--- src/rtl/can_txmb_pkg.sv ---
package can_txmb_pkg;
  localparam int BASE_W = 11;
  localparam int EXT_W  = 18;
  localparam int KEY_W  = BASE_W + 1 + EXT_W;

  typedef struct packed {
    logic [31:1] idw;
    logic [3:0]  dlc;
    logic [31:0] d0;
    logic [31:0] d1;
  } mb_frame_t;

  // Lower key wins: base id, then standard before extended, then extended bits.
  function automatic logic [KEY_W-1:0] prio_key(input logic [31:1] idw);
    return {idw[31:21], idw[2], (idw[2] ? idw[20:3] : {EXT_W{1'b0}})};
  endfunction
endpackage

--- src/rtl/can_txmb_slot.sv ---
module can_txmb_slot
  import can_txmb_pkg::*;
(
  input  logic        clk_i,
  input  logic        rst_ni,
  input  logic        we_i,
  input  logic [1:0]  word_i,
  input  logic [31:0] wdata_i,
  input  logic        accept_i,
  output logic        pend_o,
  output logic        req_set_o,
  output mb_frame_t   frame_o
);
  logic      pend_q;
  mb_frame_t frm_q;
  logic      wr_ok;

  assign wr_ok     = we_i & ~pend_q;
  assign req_set_o = wr_ok & (word_i == 2'd0) & wdata_i[0];
  assign pend_o    = pend_q;
  assign frame_o   = frm_q;

  always_ff @(posedge clk_i or negedge rst_ni) begin
    if (!rst_ni) begin
      pend_q <= 1'b0;
      frm_q  <= '0;
    end else begin
      if (accept_i) pend_q <= 1'b0;
      if (wr_ok) begin
        unique case (word_i)
          2'd0: begin
            frm_q.idw <= wdata_i[31:1];
            pend_q    <= wdata_i[0];
          end
          2'd1:    frm_q.dlc <= wdata_i[3:0];
          2'd2:    frm_q.d0  <= wdata_i;
          default: frm_q.d1  <= wdata_i;
        endcase
      end
    end
  end
endmodule

--- src/rtl/can_txmb_arb.sv ---
module can_txmb_arb
  import can_txmb_pkg::*;
#(
  parameter int NUM_MB = 3,
  parameter int IDX_W  = 2
) (
  input  logic                          clk_i,
  input  logic                          rst_ni,
  input  logic [NUM_MB-1:0]             pend_i,
  input  logic [NUM_MB-1:0]             req_set_i,
  input  logic [NUM_MB-1:0][KEY_W-1:0]  key_i,
  input  logic                          order_mode_i,
  output logic                          any_o,
  output logic [IDX_W-1:0]              sel_o
);
  // older_q[i][j]: mailbox i was requested before mailbox j
  logic [NUM_MB-1:0] older_q [NUM_MB];
  logic [NUM_MB-1:0] oldest;
  logic [IDX_W-1:0]  sel_id, sel_ord;

  always_ff @(posedge clk_i or negedge rst_ni) begin
    if (!rst_ni) begin
      for (int i = 0; i < NUM_MB; i++) older_q[i] <= '0;
    end else begin
      for (int i = 0; i < NUM_MB; i++) begin
        if (req_set_i[i]) begin
          for (int j = 0; j < NUM_MB; j++) begin
            if (j != i) begin
              older_q[i][j] <= 1'b0;
              older_q[j][i] <= 1'b1;
            end
          end
        end
      end
    end
  end

  always_comb begin
    for (int i = 0; i < NUM_MB; i++) begin
      oldest[i] = pend_i[i];
      for (int j = 0; j < NUM_MB; j++)
        if (j != i && pend_i[j] && !older_q[i][j]) oldest[i] = 1'b0;
    end
  end

  always_comb begin
    sel_ord = '0;
    for (int i = NUM_MB - 1; i >= 0; i--)
      if (oldest[i]) sel_ord = IDX_W'(i);
  end

  always_comb begin
    logic             found;
    logic [KEY_W-1:0] best_k;
    found  = 1'b0;
    best_k = '1;
    sel_id = '0;
    for (int i = 0; i < NUM_MB; i++) begin
      if (pend_i[i] && (!found || key_i[i] < best_k)) begin
        found  = 1'b1;
        best_k = key_i[i];
        sel_id = IDX_W'(i);
      end
    end
  end

  assign any_o = |pend_i;
  assign sel_o = order_mode_i ? sel_ord : sel_id;
endmodule

--- src/rtl/can_txmb_stat.sv ---
module can_txmb_stat #(
  parameter int NUM_MB = 3,
  parameter int IDX_W  = 2
) (
  input  logic              clk_i,
  input  logic              rst_ni,
  input  logic              accept_i,
  input  logic [IDX_W-1:0]  acc_idx_i,
  input  logic              done_i,
  input  logic [NUM_MB-1:0] clr_i,
  input  logic              ie_i,
  output logic              busy_o,
  output logic [NUM_MB-1:0] flags_o,
  output logic              irq_o
);
  logic              busy_q;
  logic [IDX_W-1:0]  cur_q;
  logic [NUM_MB-1:0] flag_q;
  logic [NUM_MB-1:0] set_v;

  always_comb begin
    for (int m = 0; m < NUM_MB; m++)
      set_v[m] = done_i & busy_q & (cur_q == IDX_W'(m));
  end

  always_ff @(posedge clk_i or negedge rst_ni) begin
    if (!rst_ni) begin
      busy_q <= 1'b0;
      cur_q  <= '0;
      flag_q <= '0;
    end else begin
      flag_q <= (flag_q & ~clr_i) | set_v;
      if (done_i && busy_q) busy_q <= 1'b0;
      if (accept_i) begin
        busy_q <= 1'b1;
        cur_q  <= acc_idx_i;
      end
    end
  end

  assign busy_o  = busy_q;
  assign flags_o = flag_q;
  assign irq_o   = ie_i & (|flag_q);
endmodule

--- src/rtl/can_txmb_bank.sv ---
module can_txmb_bank
  import can_txmb_pkg::*;
#(
  parameter int NUM_MB   = 3,
  parameter int ADDR_W   = 8,
  parameter int MB_BASE  = 16,
  parameter int CTRL_OFS = 0,
  parameter int STAT_OFS = 4,
  parameter int IE_OFS   = 8
) (
  input  logic        clk_i,
  input  logic        rst_ni,
  input  logic        reg_we_i,
  input  logic [7:0]  reg_addr_i,
  input  logic [31:0] reg_wdata_i,
  output logic [31:0] reg_rdata_o,
  output logic        tx_valid_o,
  input  logic        tx_ready_i,
  output logic [1:0]  tx_mbox_o,
  output logic [31:0] tx_idw_o,
  output logic [3:0]  tx_dlc_o,
  output logic [31:0] tx_data0_o,
  output logic [31:0] tx_data1_o,
  input  logic        tx_done_i,
  output logic        tx_irq_o
);
  localparam int IDX_W    = 2;
  localparam int HI_W     = ADDR_W - 4;
  localparam int FLAG_GAP = 8;

  logic                         mode_q, ie_q;
  logic                         ctrl_hit, stat_hit, ie_hit;
  logic [NUM_MB-1:0]            mb_hit, mb_pend, req_set, acc_v, clr_v, flags;
  logic [NUM_MB-1:0][KEY_W-1:0] keys;
  mb_frame_t                    frames [NUM_MB];
  mb_frame_t                    sel_frame;
  logic                         any_pend, busy, accept;
  logic [IDX_W-1:0]             sel;
  logic [31:0]                  stat_word;

  assign ctrl_hit = reg_addr_i == ADDR_W'(CTRL_OFS);
  assign stat_hit = reg_addr_i == ADDR_W'(STAT_OFS);
  assign ie_hit   = reg_addr_i == ADDR_W'(IE_OFS);

  always_ff @(posedge clk_i or negedge rst_ni) begin
    if (!rst_ni) begin
      mode_q <= 1'b0;
      ie_q   <= 1'b0;
    end else if (reg_we_i) begin
      if (ctrl_hit) mode_q <= reg_wdata_i[0];
      if (ie_hit)   ie_q   <= reg_wdata_i[0];
    end
  end

  assign accept = tx_valid_o & tx_ready_i;

  for (genvar g = 0; g < NUM_MB; g++) begin : g_mb
    assign mb_hit[g] = reg_addr_i[ADDR_W-1:4] == HI_W'(MB_BASE / 16 + g);
    assign acc_v[g]  = accept & (sel == IDX_W'(g));
    assign clr_v[g]  = reg_we_i & stat_hit & reg_wdata_i[FLAG_GAP*g];
    assign keys[g]   = prio_key(frames[g].idw);

    can_txmb_slot u_slot (
      .clk_i     (clk_i),
      .rst_ni    (rst_ni),
      .we_i      (reg_we_i & mb_hit[g]),
      .word_i    (reg_addr_i[3:2]),
      .wdata_i   (reg_wdata_i),
      .accept_i  (acc_v[g]),
      .pend_o    (mb_pend[g]),
      .req_set_o (req_set[g]),
      .frame_o   (frames[g])
    );
  end

  can_txmb_arb #(.NUM_MB(NUM_MB), .IDX_W(IDX_W)) u_arb (
    .clk_i        (clk_i),
    .rst_ni       (rst_ni),
    .pend_i       (mb_pend),
    .req_set_i    (req_set),
    .key_i        (keys),
    .order_mode_i (mode_q),
    .any_o        (any_pend),
    .sel_o        (sel)
  );

  can_txmb_stat #(.NUM_MB(NUM_MB), .IDX_W(IDX_W)) u_stat (
    .clk_i     (clk_i),
    .rst_ni    (rst_ni),
    .accept_i  (accept),
    .acc_idx_i (sel),
    .done_i    (tx_done_i),
    .clr_i     (clr_v),
    .ie_i      (ie_q),
    .busy_o    (busy),
    .flags_o   (flags),
    .irq_o     (tx_irq_o)
  );

  always_comb begin
    sel_frame = frames[0];
    for (int m = 1; m < NUM_MB; m++)
      if (sel == IDX_W'(m)) sel_frame = frames[m];
  end

  assign tx_valid_o = any_pend & ~busy;
  assign tx_mbox_o  = sel;
  assign tx_idw_o   = {sel_frame.idw, 1'b0};
  assign tx_dlc_o   = sel_frame.dlc;
  assign tx_data0_o = sel_frame.idw[1] ? 32'h0 : sel_frame.d0;
  assign tx_data1_o = sel_frame.idw[1] ? 32'h0 : sel_frame.d1;

  always_comb begin
    stat_word = '0;
    for (int m = 0; m < NUM_MB; m++) stat_word[FLAG_GAP*m] = flags[m];
  end

  always_comb begin
    reg_rdata_o = '0;
    if (ctrl_hit) reg_rdata_o = {31'h0, mode_q};
    if (stat_hit) reg_rdata_o = stat_word;
    if (ie_hit)   reg_rdata_o = {31'h0, ie_q};
    for (int m = 0; m < NUM_MB; m++) begin
      if (mb_hit[m]) begin
        unique case (reg_addr_i[3:2])
          2'd0:    reg_rdata_o = {frames[m].idw, mb_pend[m]};
          2'd1:    reg_rdata_o = {28'h0, frames[m].dlc};
          2'd2:    reg_rdata_o = frames[m].d0;
          default: reg_rdata_o = frames[m].d1;
        endcase
      end
    end
  end
endmodule

--- config.mk ---
export PLATFORM = sky130hd
export DESIGN_NAME = can_txmb_bank
export DESIGN_NICKNAME = d
export VERILOG_FILES = /design/src/rtl/can_txmb_pkg.sv /design/src/rtl/can_txmb_slot.sv /design/src/rtl/can_txmb_arb.sv /design/src/rtl/can_txmb_stat.sv /design/src/rtl/can_txmb_bank.sv
export SDC_FILE = /design/constraint.sdc
export NUM_CORES = 1
export LEC_CHECK = 0
export ABC_AREA = 1
export BUFFER_PORTS_ARGS = -buffer_cell sky130_fd_sc_hd__buf_2
export CAP_MARGIN = 20
export CORE_MARGIN = 3
export CORE_UTILIZATION = 54
export DETAILED_ROUTE_END_ITERATION = 8
export GPL_ROUTABILITY_DRIVEN = 0
export PLACE_DENSITY = 0.79
export SKIP_LAST_GASP = 1
export SYNTH_ARGS = -nofsm -noshare
export SYNTH_HDL_FRONTEND = slang
export SYNTH_SLANG_ARGS = --single-unit
--- constraint.sdc ---
create_clock -name clk_i -period 4.4 [get_ports clk_i]
set_input_delay 0.44 -clock clk_i [delete_from_list [all_inputs] [get_ports clk_i]]
set_output_delay 0.44 -clock clk_i [all_outputs]
set_load 0.02 [all_outputs]
* Yosys cells after proc, flatten, opt, wreduce, memory -nomap -nowiden
Index checks and enable logic that the tools add are counted.
** Storage, ports and cells
- Word-level logic and storage cells :: 169
- Flip-flop bits (word level) :: 314
- Output and inout port bits :: 136
** Cells by class
- Equal/unequal tests :: 11
- Multiplexer cells :: 52
- Magnitude comparators :: 2
- Bitwise operators :: 34
- Reductions and logical operators :: 44
** Operator list (number)
- $pmux W32 S3 :: 3
- $mux W32 :: 7
- $mux W99 :: 2
- $lt A30 B30 Y1 :: 2
- $mux W30 :: 2
- $mux W18 :: 3
- $mux W1 :: 28
- $reduce_and A2 Y1 :: 14
- $and A1 B1 Y1 :: 26
- $mux W2 :: 7
- $logic_and A1 B1 Y1 :: 9
- $reduce_or A3 Y1 :: 3
- $eq A4 B2 Y1 const B :: 2
- $eq A8 B3 Y1 const B :: 1
- $eq A8 B4 Y1 const B :: 1
- $logic_not A1 Y1 :: 8
- $logic_not A8 Y1 :: 1
- $reduce_bool A2 Y1 :: 4
- $eq A2 B1 Y1 const B :: 3
- $eq A2 B2 Y1 const B :: 3
- $logic_not A2 Y1 :: 3
- $not A1 Y1 :: 5
- $eq A4 B1 Y1 const B :: 1
- $and A3 B3 Y3 :: 1
- other kinds (3) :: 4

* Longest topological paths before layout
- Word-level depth :: 16
- Mapped depth :: 37
- Depth with buffers taken out :: 33

* Hierarchy
A second synthesis with hierarchy kept.
** Unflattened totals
- Cell total of the unflattened synthesis :: 2897
- Area total of the unflattened synthesis :: 19831.5 um^2
** Modules (own cells, without submodules)
- can_txmb_slot :: area an instance 4035.1 um^2, times used 3, cells an instance 442
- can_txmb_bank :: area an instance 5454.0 um^2, times used 1, cells an instance 1214
- can_txmb_arb :: area an instance 2006.9 um^2, times used 1, cells an instance 323
- can_txmb_stat :: area an instance 265.3 um^2, times used 1, cells an instance 34

* Worst setup path before layout
OpenSTA, ideal clock, no wires.
- Kind :: flip-flop to output port
- Start :: register g_mb[0].u_slot.pend_q
- End :: output tx_data1_o[21]
- Data required time :: 3960 ps
- Path slack :: -499 ps
- Arrival time :: 4459 ps
- Cell stages (with the launch flop) :: 34
- Cell sequence :: dfrtp_1 -> clkinv_1 -> clkbuf_1 -> nor2_1 -> ha_1 -> nand2_1 -> nor2_1 -> nand4_1 -> a21oi_1 -> nor2_1 -> nand2_1 -> nand2_1 -> nand2_2 -> clkbuf_1 -> buf_1 -> nand2_1 -> o21ai_0 -> ha_1 -> nand2_1 -> nor2_1 -> a211oi_1 -> o221a_2 -> nand2_1 -> nand2_1 -> nand2_1 -> nand2_1 -> nand3_1 -> nand2_2 -> inv_2 -> buf_2 -> buf_2 -> nand3_1 -> nand2_1 -> nor2_1
** On the way
- Cells in the longest elaborated chain, start to end :: 14
- Elaborated cells between the ends (all ways) :: 31
- Classes of those cells :: order compare: 2; eq/ne: 2; mux: 19; reduce/logical: 8
** Ends and longest elaborated chain
- from (decl) :: line can_txmb_slot.sv:14 : logic pend_q;
- from (signal assigned) :: line can_txmb_slot.sv:33 : pend_q <= wdata_i[0];
- $mux W30 / $mux W1 (equally long branches) :: line can_txmb_arb.sv:59 : if (pend_i[i] && (!found || key_i[i] < best_k)) begin
- $lt A30 B30 Y1 / $logic_not A1 Y1 (equally long branches) :: line can_txmb_arb.sv:59
- $logic_or A1 B1 Y1 :: line can_txmb_arb.sv:59
- $logic_and A1 B1 Y1 :: line can_txmb_arb.sv:59
- $mux W30 / $mux W1 (equally long branches) :: line can_txmb_arb.sv:59
- $lt A30 B30 Y1 / $logic_not A1 Y1 (equally long branches) :: line can_txmb_arb.sv:59
- $logic_or A1 B1 Y1 :: line can_txmb_arb.sv:59
- $logic_and A1 B1 Y1 :: line can_txmb_arb.sv:59
- $mux W2 :: line can_txmb_arb.sv:59
- $mux W2 * :: line can_txmb_arb.sv:68 : assign sel_o = order_mode_i ? sel_ord : sel_id;
- $eq A2 B1 Y1 :: line can_txmb_bank.sv:103 : if (sel == IDX_W'(m)) sel_frame = frames[m];
- $mux W99 :: line can_txmb_bank.sv:103
- $mux W99 * :: line can_txmb_bank.sv:103
- $mux W32 * :: line can_txmb_bank.sv:111 : assign tx_data1_o = sel_frame.idw[1] ? 32'h0 : sel_frame.d1;
- to (decl) :: line can_txmb_bank.sv:23 : output logic [31:0] tx_data1_o,
Every way passes the cells marked *; elsewhere a longest branch is shown, timed or not.

* Final worst setup path
Ends and elaborated chain as after synthesis.

==> results.md <==
- Syn Nets: 2695
- Worst hold path class: in2async
- Tot GR Track Use: approximately a third
- GR Overflow Total: 0
- Via density: 6.18
- CP endpoint kind: output port
- Core area: 32900 um^2
- Layout Utilization: between 70% and 80%
- Antenna viol nets, final: 0
- I/O pins: approximately 180
- Critical path class: reg2out
- Clock Latency Late Sink: approximately 0.54 ns
- Initial Util: ~55%
- Final worst slack: -1.50 ns
- Yosys reg bits: ~310
- Via count: 20300
- Yosys cell types: 33
- Cells after synthesis: approximately 2600
- CTS Sinks: between 300 and 400
- First-pass GRT wire length: around 100 mm
- Wirelength per Cell: about 21 um
- Num CTS Buffers: 38
- LEAKAGE: about 12 nW
- Pwr dens: 501 nW/um^2
- CTS Hold Buffers Added: 0
- Peak supply drop: between 0.0004 and 0.0005 V
- Starting DRT DRC Count: ~2700
- Antenna violations before repair: 2
- Root Driver: clkbuf_16
- Synth-to-layout area growth: 31.1%
- Status: finished with violations
- Sequential area share after synthesis: 43.3%
- Yosys top cell by area: dfrtp_1
- Proportion of power drawn by the clock network: a little over a quarter
- Die Area: approximately 36000 um^2
- RSZ-0062 raised after global routing: true
- Clk slew on worst S/H paths: 0.06 ns
- Max frequency: roughly 0.17 GHz
- Main area contributors after synthesis: dfrtp_1 43%, nand2_1 21%, o21ai_0 9.6%, nand3_1 7.0%, ha_1 4.0%
- Synth warn: 0
- Die X: between 150 and 200 um
- Area post-placement: 20500 um^2
- PortBufs: 179
- Skew final: roughly 0.024 ns
- Top cell type's share of synthesized area: between 40 and 50%
- Max-slew violations: 0
- DRC errors left: 0
- Fin nets: a little under 3000
- Final setup violation count: roughly 110
- Slew margin rel.: 36.0%
- CTS tree: done
- Switching Fraction: 38.0%
- Crit share post-route: 134%
- Total routed wirelength: approximately 68 mm
- Worst-path fanout max: 7
- Syn Area/Cell: roughly 7 um^2
- Cell Rows: 66
- HPWL after DPL: approximately 40 mm
- Worst path arrival time: 5.46 ns
- Post-route non-filler standard cell count: ~3300
- Final instance area: between 20000 and 25000 um^2
- Crit path max-delay cell type: or3_4
- Internal power: about 7.4 mW
- Worst Max-Slew Pin Slew: around 0.96 ns
- Area of the mapped netlist: 18200 um^2
- Violated checks: hold timing, setup timing
- Hold Worst Slack: -0.0114 ns
- Final Critical Period: between 5 and 6 ns
- Vias in the first global route: about 19000
- Fraction of layout instances using a drive strength above 1: 21.4%
- CP required: 3.96 ns
- Gate power share: a little over two fifths
- CP most frequent cell: nand2_1
- Die height: 189 um
- Sw power: approximately 4.5 mW
- Cells after DPL: approximately 3200
- Crit start category: register
- Seq pwr share: between 30 and 40%
- Detailed-router iteration count before antenna repair: 7
- Largest net degree at the start of global routing: 115
- Fin. Hold Viols: 1
- Maxcap violations: 0
- Peak per-stage delay on the critical path: 0.42 ns
- Max Buffers Root-to-Sink: 3
- H-tree lvl count: 2
==> layout make-up <==
cell class | instances | area, um^2
antenna | 1 | 2.50
tap | 442 | 553
sequential | 314 | 7860
clock inverter | 15 | 168
fill | 2386 | 9050
timing repair buffer | 352 | 3530
inverter | 162 | 619
clock buffer | 53 | 1130
multi-input combinational | 1951 | 9950
==> metrics by stage <==
stage / setup WS, ns / hold WS, ns / setup TNS [ns] / power [mW]
floorplan: -0.119 / 0.144 / -9.22 / 5.98
global placement: -0.529 / 0.448 / -42.45 / 7.23
detailed placement: -0.775 / 0.464 / -67.86 / 7.34
CTS: -1.09 / 0.0396 / -103.57 / 11.0
global route: -1.62 / 0.0534 / -157.01 / 12.4
finish: -1.50 / -0.0114 / -143.31 / 11.9
==> cells by family (layout without fill, tap and decap cells) <==
kind of cell / count (synthesis) / in the layout / share of synthesized area, %
fa+ha+maj: 58 / 58 / 4.00
buf+inv: 327 / 582 / 7.24
flops: 314 / 314 / 43.3
compound gates: 459 / 459 / 13.7
other cells: 1 / 2 / 0.0207
simple gates: 1433 / 1433 / 31.7
==> Yosys cell counts (all sizes together) <==
cell type / count
o211ai: 1
o221a: 1
conb: 1
nand2: 1043
clkinv: 2
nor3b: 1
a21oi: 53
o2111ai: 1
o21ai: 350
nand3: 254
o221ai: 34
clkbuf: 124
a221oi: 7
ha: 58
or3: 1
dfrtp: 314
or2: 5
a31oi: 3
nor2: 111
buf: 41
a22o: 2
nand4: 9
inv: 160
o21a: 4
nor3: 9
a211oi: 3
==> worst paths after layout <==
check	from	to	slack (ns)	cells past startpoint
max	g_mb[0].u_slot.pend_o	tx_data1_o[21]	-1.50	32
min	rst_ni	ie_q	-0.01	1
max reg2reg	g_mb[0].u_slot.pend_o	g_mb[2].u_slot.pend_o	-0.36	31
min reg2reg	u_stat.cur_q[0]	u_stat.flags_o[0]	0.47	1
max in group asynchronous	rst_ni	g_mb[1].u_slot.frame_o[46]	3.33	2
min in group clk_i	tx_done_i	u_stat.busy_o	0.17	2
==> cell usage in the layout (no fill, tap or decap), drive strengths merged, types with 5 or more instances in the layout <==
cell type  Yosys  final
nand4          9      9
dfrtp        314    314
or2            5      5
inv          160    162
a21oi         53     53
nand3        254    254
nand2       1043   1043
a221oi         7      7
nor3           9      9
clkbuf       124     65
buf           41    339
nor2         111    111
ha            58     58
clkinv         2      9
o21ai        350    350
o221ai        34     34
==> layer usage <==
layer / vias to the layer above / part of all wire (%) / global-route usage [%]
met5: - / 0.019 / 0
li1: 8899 / - / -
met2: 1541 / 46 / 56.0
met1: 9507 / 36 / 44.1
met4: 2 / 6.3 / 16.7
met3: 391 / 12 / 6.74
==> power by group through the flow <==
stage | combinational [mW] | clock (mW) | sequential, mW
3_5_place_dp | 3.66 | 0 | 3.68
4_1_cts | 4.05 | 3.27 | 3.65
2_1_floorplan | 2.37 | 0 | 3.60
6_report | 4.99 | 3.27 | 3.68
3_3_place_gp | 3.56 | 0 | 3.66
5_1_grt | 5.31 | 3.39 | 3.72
==> critical path, delay by kind of cell (launching register included) <==
| family | cells | cell delay, ns |
|---|---|---|
| compound gates | 5 | 0.82 |
| fa+ha+maj | 2 | 0.58 |
| buf+inv | 7 | 1.12 |
| flops | 1 | 0.40 |
| simple gates | 18 | 1.97 |
==> registers in the layout (all words and copies together) (netlist names) <==
signal / count
u_arb.older_q: 6
mode_q: 1
u_stat.busy_o: 1
ie_q: 1
g_mb.u_slot.pend_o: 3
u_stat.flags_o: 3
g_mb.u_slot.frame_o: 297
u_stat.cur_q: 2
==> repair_timing <==
item / CTS / global route
buffers inserted: 9 / 8
hold endpoints to repair: 0 / 0
resized for setup: 102 / 264
pin swaps: 13 / 59
setup endpoints to repair: 106 / 106
gates cloned: 8 / 13
Note: power is estimated with default switching activity, not from simulation.
